--- src/rtl/cc_alu_pkg.sv ---
package cc_alu_pkg;
  localparam int OP_W   = 5;
  localparam int FLAG_W = 8;

  // flag byte bit positions
  localparam int FL_C = 0;
  localparam int FL_V = 1;
  localparam int FL_Z = 2;
  localparam int FL_N = 3;
  localparam int FL_I = 4;
  localparam int FL_H = 5;
  localparam int FL_X = 6;
  localparam int FL_S = 7;

  localparam logic [FLAG_W-1:0] M_NZVC = 8'h0F;
  localparam logic [FLAG_W-1:0] M_NZV  = 8'h0E;
  localparam logic [FLAG_W-1:0] M_H    = 8'h20;

  typedef enum logic [OP_W-1:0] {
    OP_ADD  = 5'd0,
    OP_ADC  = 5'd1,
    OP_SUB  = 5'd2,
    OP_SBC  = 5'd3,
    OP_NEG  = 5'd4,
    OP_AND  = 5'd5,
    OP_OR   = 5'd6,
    OP_XOR  = 5'd7,
    OP_MOVB = 5'd8,
    OP_COM  = 5'd9,
    OP_CLR  = 5'd10,
    OP_INC  = 5'd11,
    OP_DEC  = 5'd12,
    OP_SHL  = 5'd13,
    OP_SHRL = 5'd14,
    OP_SHRA = 5'd15,
    OP_ROTL = 5'd16,
    OP_ROTR = 5'd17
  } alu_op_e;
endpackage

--- src/rtl/cc_alu_add.sv ---
module cc_alu_add #(
  parameter int W = 8
) (
  input  logic [W-1:0] x,
  input  logic [W-1:0] y,
  input  logic         cin,
  output logic [W-1:0] sum,
  output logic         cout,
  output logic         c_msb,
  output logic         c_nib
);
  logic [W-1:0] lo;
  logic [1:0]   top;
  logic [4:0]   nib;

  // lower bits first, so the carry into the top bit is visible
  assign lo    = {1'b0, x[W-2:0]} + {1'b0, y[W-2:0]} + {{(W-1){1'b0}}, cin};
  assign top   = {1'b0, x[W-1]} + {1'b0, y[W-1]} + {1'b0, lo[W-1]};
  assign sum   = {top[0], lo[W-2:0]};
  assign cout  = top[1];
  assign c_msb = lo[W-1];
  assign nib   = {1'b0, x[3:0]} + {1'b0, y[3:0]} + {4'b0, cin};
  assign c_nib = nib[4];
endmodule

--- src/rtl/cc_alu_slice.sv ---
module cc_alu_slice
  import cc_alu_pkg::*;
#(
  parameter int W = 8
) (
  input  alu_op_e      op,
  input  logic [W-1:0] a,
  input  logic [W-1:0] b,
  input  logic         c_in,
  output logic [W-1:0] res,
  output logic         h,
  output logic         n,
  output logic         z,
  output logic         v,
  output logic         c
);
  logic [W-1:0] ax, ay, sum;
  logic         acin, cout, c_msb, c_nib;
  logic         is_sub;

  always_comb begin
    ax     = a;
    ay     = b;
    acin   = 1'b0;
    is_sub = 1'b0;
    unique case (op)
      OP_ADC: acin = c_in;
      OP_SUB: begin ay = ~b; acin = 1'b1;  is_sub = 1'b1; end
      OP_SBC: begin ay = ~b; acin = ~c_in; is_sub = 1'b1; end
      OP_NEG: begin ax = '0; ay = ~a; acin = 1'b1; is_sub = 1'b1; end
      OP_INC: begin ay = '0; acin = 1'b1; end
      OP_DEC: ay = '1;
      default: ;
    endcase
  end

  cc_alu_add #(.W(W)) u_add (
    .x(ax), .y(ay), .cin(acin),
    .sum(sum), .cout(cout), .c_msb(c_msb), .c_nib(c_nib)
  );

  always_comb begin
    res = a;
    v   = 1'b0;
    c   = c_in;
    h   = c_nib;
    unique case (op)
      OP_ADD, OP_ADC, OP_SUB, OP_SBC, OP_NEG, OP_INC, OP_DEC: begin
        res = sum;
        v   = c_msb ^ cout;
        c   = is_sub ? ~cout : cout;
      end
      OP_AND:  res = a & b;
      OP_OR:   res = a | b;
      OP_XOR:  res = a ^ b;
      OP_MOVB: res = b;
      OP_COM:  begin res = ~a; c = 1'b1; end
      OP_CLR:  begin res = '0; c = 1'b0; end
      OP_SHL:  begin res = {a[W-2:0], 1'b0};   c = a[W-1]; end
      OP_SHRL: begin res = {1'b0, a[W-1:1]};   c = a[0];   end
      OP_SHRA: begin res = {a[W-1], a[W-1:1]}; c = a[0];   end
      OP_ROTL: begin res = {a[W-2:0], c_in};   c = a[W-1]; end
      OP_ROTR: begin res = {c_in, a[W-1:1]};   c = a[0];   end
      default: ;
    endcase
    n = res[W-1];
    z = (res == '0);
    if (op inside {OP_SHL, OP_SHRL, OP_SHRA, OP_ROTL, OP_ROTR}) v = n ^ c;
  end
endmodule

--- src/rtl/cc_alu_ctrl.sv ---
module cc_alu_ctrl
  import cc_alu_pkg::*;
(
  input  alu_op_e           op,
  input  logic              wide,
  output logic [FLAG_W-1:0] mask
);
  always_comb begin
    unique case (op)
      OP_ADD, OP_ADC:                          mask = wide ? M_NZVC : (M_NZVC | M_H);
      OP_SUB, OP_SBC, OP_NEG, OP_COM, OP_CLR:  mask = M_NZVC;
      OP_SHL, OP_SHRL, OP_SHRA, OP_ROTL, OP_ROTR: mask = M_NZVC;
      OP_AND, OP_OR, OP_XOR, OP_MOVB:          mask = M_NZV;
      OP_INC, OP_DEC:                          mask = M_NZV;
      default:                                 mask = '0;
    endcase
  end
endmodule

--- src/rtl/cc_alu.sv ---
module cc_alu
  import cc_alu_pkg::*;
#(
  parameter int WIDE_W = 16
) (
  input  logic              clk,
  input  logic              rst,
  input  logic [OP_W-1:0]   op_i,
  input  logic              wide_i,
  input  logic [WIDE_W-1:0] a_i,
  input  logic [WIDE_W-1:0] b_i,
  input  logic [FLAG_W-1:0] flags_i,
  output logic [WIDE_W-1:0] result_o,
  output logic [FLAG_W-1:0] flags_o,
  output logic [FLAG_W-1:0] mask_o
);
  localparam int NARROW_W = WIDE_W / 2;
  localparam int N_SLICE  = 2;

  alu_op_e           op_e;
  logic [WIDE_W-1:0] res_g [N_SLICE];
  logic [4:0]        fl_g  [N_SLICE];   // {h, n, z, v, c}
  logic [FLAG_W-1:0] mask, raw, next_flags;
  logic [4:0]        fl_sel;

  assign op_e = alu_op_e'(op_i);

  for (genvar g = 0; g < N_SLICE; g++) begin : g_slice
    localparam int SW = (g == 0) ? NARROW_W : WIDE_W;
    logic [SW-1:0] r;
    cc_alu_slice #(.W(SW)) u_slice (
      .op(op_e), .a(a_i[SW-1:0]), .b(b_i[SW-1:0]), .c_in(flags_i[FL_C]),
      .res(r), .h(fl_g[g][4]), .n(fl_g[g][3]), .z(fl_g[g][2]),
      .v(fl_g[g][1]), .c(fl_g[g][0])
    );
    assign res_g[g] = WIDE_W'(r);
  end

  cc_alu_ctrl u_ctrl (.op(op_e), .wide(wide_i), .mask(mask));

  assign fl_sel     = fl_g[wide_i];
  assign raw        = {2'b00, fl_sel[4], 1'b0, fl_sel[3:0]};
  assign next_flags = (flags_i & ~mask) | (raw & mask);

  always_ff @(posedge clk) begin
    if (rst) begin
      result_o <= '0;
      flags_o  <= '0;
      mask_o   <= '0;
    end else begin
      result_o <= res_g[wide_i];
      flags_o  <= next_flags;
      mask_o   <= mask;
    end
  end
endmodule

--- config.mk ---
export PLATFORM = sky130hd
export DESIGN_NAME = cc_alu
export DESIGN_NICKNAME = d
export VERILOG_FILES = /design/src/rtl/cc_alu_pkg.sv /design/src/rtl/cc_alu_add.sv /design/src/rtl/cc_alu_slice.sv /design/src/rtl/cc_alu_ctrl.sv /design/src/rtl/cc_alu.sv
export SDC_FILE = /design/constraint.sdc
export NUM_CORES = 1
export LEC_CHECK = 0
export BUFFER_PORTS_ARGS = -buffer_cell sky130_fd_sc_hd__clkbuf_2
export CORE_AREA = 2 2 95 97
export CTS_CLUSTER_SIZE = 20
export DETAILED_ROUTE_END_ITERATION = 8
export DIE_AREA = 0 0 97 99
export PLACE_DENSITY = 0.71
export SYNTH_ARGS = -nofsm -noshare
export SYNTH_HDL_FRONTEND = slang
export SYNTH_SLANG_ARGS = --single-unit
--- constraint.sdc ---
create_clock -name clk -period 4.64 [get_ports clk]
set_input_delay 0.232 -clock clk [delete_from_list [all_inputs] [get_ports clk]]
set_output_delay 0.232 -clock clk [all_outputs]
set_load 0.02 [all_outputs]
==> run metrics, run 1 <==
TritonCTS clock tree yes; post-synthesis sequential area ratio 0.130; max-capacitance violation count 0; cells after synthesis 563; Async SR Flop Fraction 0; top post-synthesis cells by count 46 x ha_1, 45 x inv_1, 45 x nand2_1, 39 x a21oi_1, 32 x nor2_1; RSZ-0062 raised after global routing false; Starting Density 0.485; core area 8550 um2; Post-synth EDFFs 0; top cell type's share of synthesized area 0.139; CP required around 4.9 ns; hold slack approximately 0.17 ns; GRT Overall Usage 0.312; Fin. Hold Viols 0; die width 97 um; crit end category flop; post-DP HPWL approximately 12 mm; crit share post-route 0.916; worst min path class input pin to flop; syn_area_per_cell 7.37 um2; Seq pwr share 0.278; fill cell count slightly above 800; Cell variety after synth between 70 and 80; count of input and output buffers between 70 and 80; crit path max fanout 15; Sink Count 27; maximum clock insertion buffer count 2; area leader, netlist ha_1; clock root cell clkbuf_8; min cycle time layout 4.25 ns; DRC Markers 0; GP Congestion 1.08; dpl cells 737; number of CTS-inserted buffers 3; Setup-failing EPs final 0; largest net degree at the start of global routing 34; Post-synth top flop dfxtp_1; DR vias/cell a little under 7; Worst Tran Pin Value 0.740 ns; f_max about 0.24 GHz; CTS H-tree lvls 1; Vias 5003; Net count, final 733; DR iter-0 viols 569; Comb pwr share 0.576; internal power 0.507 mW; routed len/inst 20.7 um; Worst Setup Start Kind input pin; peak supply drop 0.000101 V; worst hold endpoint flags_o[6]; Static Leakage 2.24 nW; diode count 0; synthesized area 4150 um2; outcome finished clean; Die Y 99 um; share of post-route cells with drive strength above 1 0.197; GRT Residual Overflow 0; Yosys warnings 0; Clock Pin Slew Worst Setup and Hold Paths 0.10 ns; die area 9600 um2; max_slew headroom 0.505; total wire length 15.3 mm; worst setup path category input pin to flop; Pre-antenna DRT Iters 5; pwr dens roughly 190 nW/um2; P&R area growth vs syn 14.6%; Max Slew Vio Count 0; # IOs 80; switching pwr between 0.4 and 0.5 mW; row count 34; register bit total from synthesis 27; Antenna Nets Post-Route 0; initial antenna violation count 0; Net Sw Frac 0.444; CP Data Arrival Time 4.47 ns; synth top area cells ha_1 14%, dfxtp_1 13%, a21oi_1 4.7%, inv_1 4.1%, nand2_1 4.1%; first-pass GRT wire length 24.3 mm; Clk pwr share 0.146; hold path depth 2; hold wc startpoint flags_i[6]; Non-Filler Instances 742; Fin Setup TNS 0 ns; count leader, synth ha_1; vias in the first global route 4587
routing by layer:
metal  vias to the layer above  wire length, um  track usage
met1                      2318             6110        0.411
met5                         -                0            0
met4                         0              776        0.130
met3                        72             1840       0.0617
met2                       354             6610        0.499
li1                       2259                -            -
final cells by class:
type	count	area, um2	share of cell area
sequential	27	541	0.114
inverter	45	169	0.0355
multi-input combinational	449	3240	0.681
clock inverter	1	5.00	0.00105
tap	108	135	0.0284
timing repair buffer	109	628	0.132
clock buffer	3	41.3	0.00868
layout by cell type, fill, tap and decap left out, drive strengths merged, types with 5 or more instances in the layout:
cell type,synthesis,layout
a211oi,10,10
a21o,16,16
a21oi,40,40
a221oi,12,12
a22oi,14,14
and2,9,9
and3,10,10
buf,20,33
clkbuf,24,79
dfxtp,27,27
ha,46,46
inv,45,45
nand2,45,45
nand2b,6,6
nand3,15,15
nand4,6,6
nor2,33,33
nor2b,13,13
nor3,11,11
nor3b,5,5
nor4,5,5
o211ai,7,7
o21ai,24,24
o221ai,19,19
xnor2,5,5
xor2,10,10
worst max path at each step:
stage / from / endpoint / cells after the start
after global placement: op_i[3] / flags_o[2] / 21
after global routing: op_i[3] / flags_o[2] / 21
after floorplan: op_i[3] / flags_o[1] / 20
after detailed placement: op_i[3] / flags_o[2] / 21
after CTS: op_i[3] / flags_o[2] / 21
final: op_i[3] / flags_o[2] / 21
metrics by stage:
step	total power, mW	util	setup slack, ns	area, um2
after global routing	0.969	0.556	0.0311	4760
after detailed placement	0.764	0.550	0.162	4700
after CTS	0.897	0.555	0.420	4750
final	0.911	0.556	0.389	4760
after floorplan	0.600	-	0.125	4160
after global placement	0.753	0.550	0.230	4700
cell families (layout without fill, tap and decap cells):
group / after synthesis / after routing / share of synthesized area
fa+ha+maj: 50 / 50 / 0.158
other cells: 1 / 3 / 0.000904
xor+xnor: 15 / 15 / 0.0317
buf+inv: 89 / 158 / 0.0929
flops: 27 / 27 / 0.130
simple gates: 179 / 179 / 0.227
compound gates: 199 / 199 / 0.352
mux: 3 / 3 / 0.00724
registers in the layout, summed over array words and instances, names as in the netlist:
name	count
flags_o	8
mask_o	3
result_o	16
power groups by stage:
stage | clock (mW) | combinational [mW] | sequential [mW]
after CTS | 0.136 | 0.507 | 0.254
final | 0.133 | 0.524 | 0.254
after global placement | 0 | 0.495 | 0.259
after floorplan | 0 | 0.318 | 0.283
after detailed placement | 0 | 0.504 | 0.259
after global routing | 0.147 | 0.566 | 0.256
critical path: stages:
cell	delay, ns
clkbuf_2	0.22
inv_1	0.09
o21ai_0	0.15
nand2_1	0.07
nand2_1	0.09
buf_4	0.25
a21oi_1	0.13
fa_1	0.46
nand2b_1	0.20
a21o_1	0.20
a21oi_1	0.16
buf_4	0.17
inv_1	0.07
fa_1	0.48
inv_1	0.04
a222oi_1	0.43
nand4_1	0.22
or2_1	0.28
o41ai_1	0.34
nand2_1	0.11
o21ai_2	0.06
repair_timing:
item | in CTS | in global routing
gates resized for setup | 0 | 0
setup endpoints to repair | 0 | 1
buffers inserted | 0 | 1
endpoints found under the hold margin | 0 | 0
hold buffers | 0 | 0
Power figures use the tool's default switching activity.
==> inputs of run 2 (changes only) <==
--- a/config.mk
+++ b/config.mk
@@ -6,11 +6,11 @@
 export NUM_CORES = 1
 export LEC_CHECK = 0
 export BUFFER_PORTS_ARGS = -buffer_cell sky130_fd_sc_hd__clkbuf_2
-export CORE_AREA = 2 2 95 97
+export CORE_AREA = 2 2 80 113
 export CTS_CLUSTER_SIZE = 20
 export DETAILED_ROUTE_END_ITERATION = 8
-export DIE_AREA = 0 0 97 99
-export PLACE_DENSITY = 0.71
+export DIE_AREA = 0 0 82 115
+export PLACE_DENSITY = 0.72
 export SYNTH_ARGS = -nofsm -noshare
 export SYNTH_HDL_FRONTEND = slang
 export SYNTH_SLANG_ARGS = --single-unit
==> run 2 against run 1 <==
Compared with the run above:
- sequential cell count unchanged
- die area decreased by 1.8%
- sequential share of layout area down 0.060 points
- cell area up 0.53%
- power grew 6.6%
- largest cell class unchanged
==> run metrics, run 2 (synthesis gave the netlist of run 1 again) <==
Fin Setup TNS 0 ns (unchanged); Largest regs result_o x16, flags_o x8, mask_o x3; Post-CTS Setup Bufs 0 (unchanged); pwr dens 203 nW/um2 (+6.1%); DR vias/cell 6.82 (+1.2%); DRT met1 WL 6.09 mm (-0.34%); max-capacitance violation count 0 (unchanged); Clock Pin Slew Worst Setup and Hold Paths 0.06 ns (-0.04 ns); vias in the first global route 4701 (+2.5%); hold slack 0.193 ns (+0.0253 ns); Worst Tran Pin Value 1.05 ns (+0.313 ns); Worst Setup Start Kind input pin; routed len/inst 22.2 um (+7.3%); Setup-failing EPs final 0 (unchanged); Crit-path slowest cell fa_1; worst min path class input pin to flop; core area 8410 um2 (-1.7%); Die Y 115 um (+16%); maximum clock insertion buffer count 2 (unchanged); Crit path max-delay family compound AO/OA/AOI/OAI gates; row count 40 (+18%); worst hold endpoint flags_o[6]; most common cell after layout, fill and taps aside clkbuf_2; fill cell count 841 (+1.6%); Buf/Inv on CP 4 (-2); first-pass GRT wire length 25.4 mm (+4.5%); footprint of the multi-input gates 3250 um2 (+0.31%); RSZ-0062 raised after global routing false; met2 WL 7.48 mm (+13%); Static Leakage 2.25 nW (+0.36%); number of CTS-inserted buffers 3 (unchanged); max_slew headroom 0.298 (-0.207); final core occ 0.569 (+0.0124); CP Data Arrival Time 4.53 ns (+0.06 ns); max reg flops 16 (unchanged); largest stage delay on the critical path 0.50 ns (+0.02 ns); peak supply drop 0.000267 V (+160%); Antenna Nets Post-Route 0 (unchanged); P&R area growth vs syn 15.2%; crit end category flop; min cycle time layout 4.33 ns (+0.0810 ns); largest net degree at the start of global routing 22 (-35%); Pre-antenna DRT Iters 5 (unchanged); critical-path cell list clkbuf_2 > nor2b_1 > o21ai_0 > nand2_1 > nand2_1 > buf_4 > a21o_1 > ha_1 > o21a_1 > o32ai_1 > a21oi_1 > inv_1 > fa_1 > inv_1 > a222oi_1 > nand4_1 > or2_1 > o41ai_1 > nand2_1 > o21ai_2; Top reg by flops result_o; GRT Residual Overflow 0 (unchanged); hold wc startpoint flags_i[6]; die area 9430 um2 (-1.8%); f_max 0.231 GHz (-1.9%); Sink Count 27 (unchanged); hold path depth 2 (unchanged); Worst path most repeated cell nand2_1; worst setup path category input pin to flop; Tot Pwr 0.971 mW (+6.6%); Fin. Hold Viols 0 (unchanged); crit path max fanout 11 (-4); total wire length 16.4 mm (+6.6%); outcome finished clean; uppermost layer routed met4; CP required 4.83 ns (-0.03 ns); Vias 5030 (+0.54%); DR iter-0 viols 591 (+3.9%); Starting Density 0.494 (+0.00823); post-DP HPWL 12.7 mm (+6.9%); met3 routed WL 1.60 mm (-13%); initial antenna violation count 0 (unchanged); register area 541 um2 (unchanged); diode count 0 (unchanged); DRC Markers 0 (unchanged); die width 82 um (-15%); crit share post-route 0.934 (+0.0175); TritonCTS clock tree yes; share of post-route cells with drive strength above 1 0.198 (+0.000624); # IOs 80 (unchanged); GRT Overall Usage 0.352 (+0.0408); count of input and output buffers 76 (unchanged); CTS H-tree lvls 1 (unchanged); cts hold-fix bufs 0 (unchanged); GP Congestion 0.981 (-9.2%); clock root cell clkbuf_16; crit path launch op_i[1]; Net count, final 731 (-0.27%); most frequent cells in the layout 76 x clkbuf_2, 46 x ha_1, 45 x inv_1, 45 x nand2_1, 39 x a21oi_1; Max Slew Vio Count 0 (unchanged)
-- run 2: cell type report --
type,count,share of cell area
Multi-Input combinational cell,449,0.679
Timing Repair Buffer,107,0.128
Sequential cell,27,0.113
Inverter,45,0.0353
Tap cell,105,0.0275
Clock buffer,3,0.0157
Clock inverter,1,0.00105
-- run 2: power by group --
group	switching [mW]	internal [mW]
Combinational	0.333	0.197
Clock	0.0715	0.116
Sequential	0.00421	0.250
Total	0.409	0.562
-- run 2: what timing repair did --
action,CTS,global route
gates resized for setup,0,2
endpoints found under the hold margin,0,0
endpoints found under the setup margin,0,2
-- run 2: stage by stage --
stage,area [um2],worst slack [ns],cells
after floorplan,4160,0.125,565
after global placement,4690,0.168,733
after detailed placement,4690,0.144,733
after CTS,4770,0.374,737
after global routing,4780,0.0582,737
final,4780,0.308,737
-- run 2: worst max path at each step --
stage                 endpoint  slack [ns]  cells after the start
global placement    flags_o[1]        0.17                     19
detailed placement  flags_o[1]        0.14                     19
global route        flags_o[1]        0.06                     19
finish              flags_o[2]        0.31                     20
CTS                 flags_o[1]        0.37                     19
floorplan           flags_o[1]        0.12                     20
-- run 2: metal layers --
| metal | GRT usage | vias up |
|---|---|---|
| met5 | 0 | - |
| met4 | 0.226 | 0 |
| met3 | 0.0479 | 91 |
| met2 | 0.560 | 371 |
| met1 | 0.439 | 2323 |
| li1 | - | 2245 |
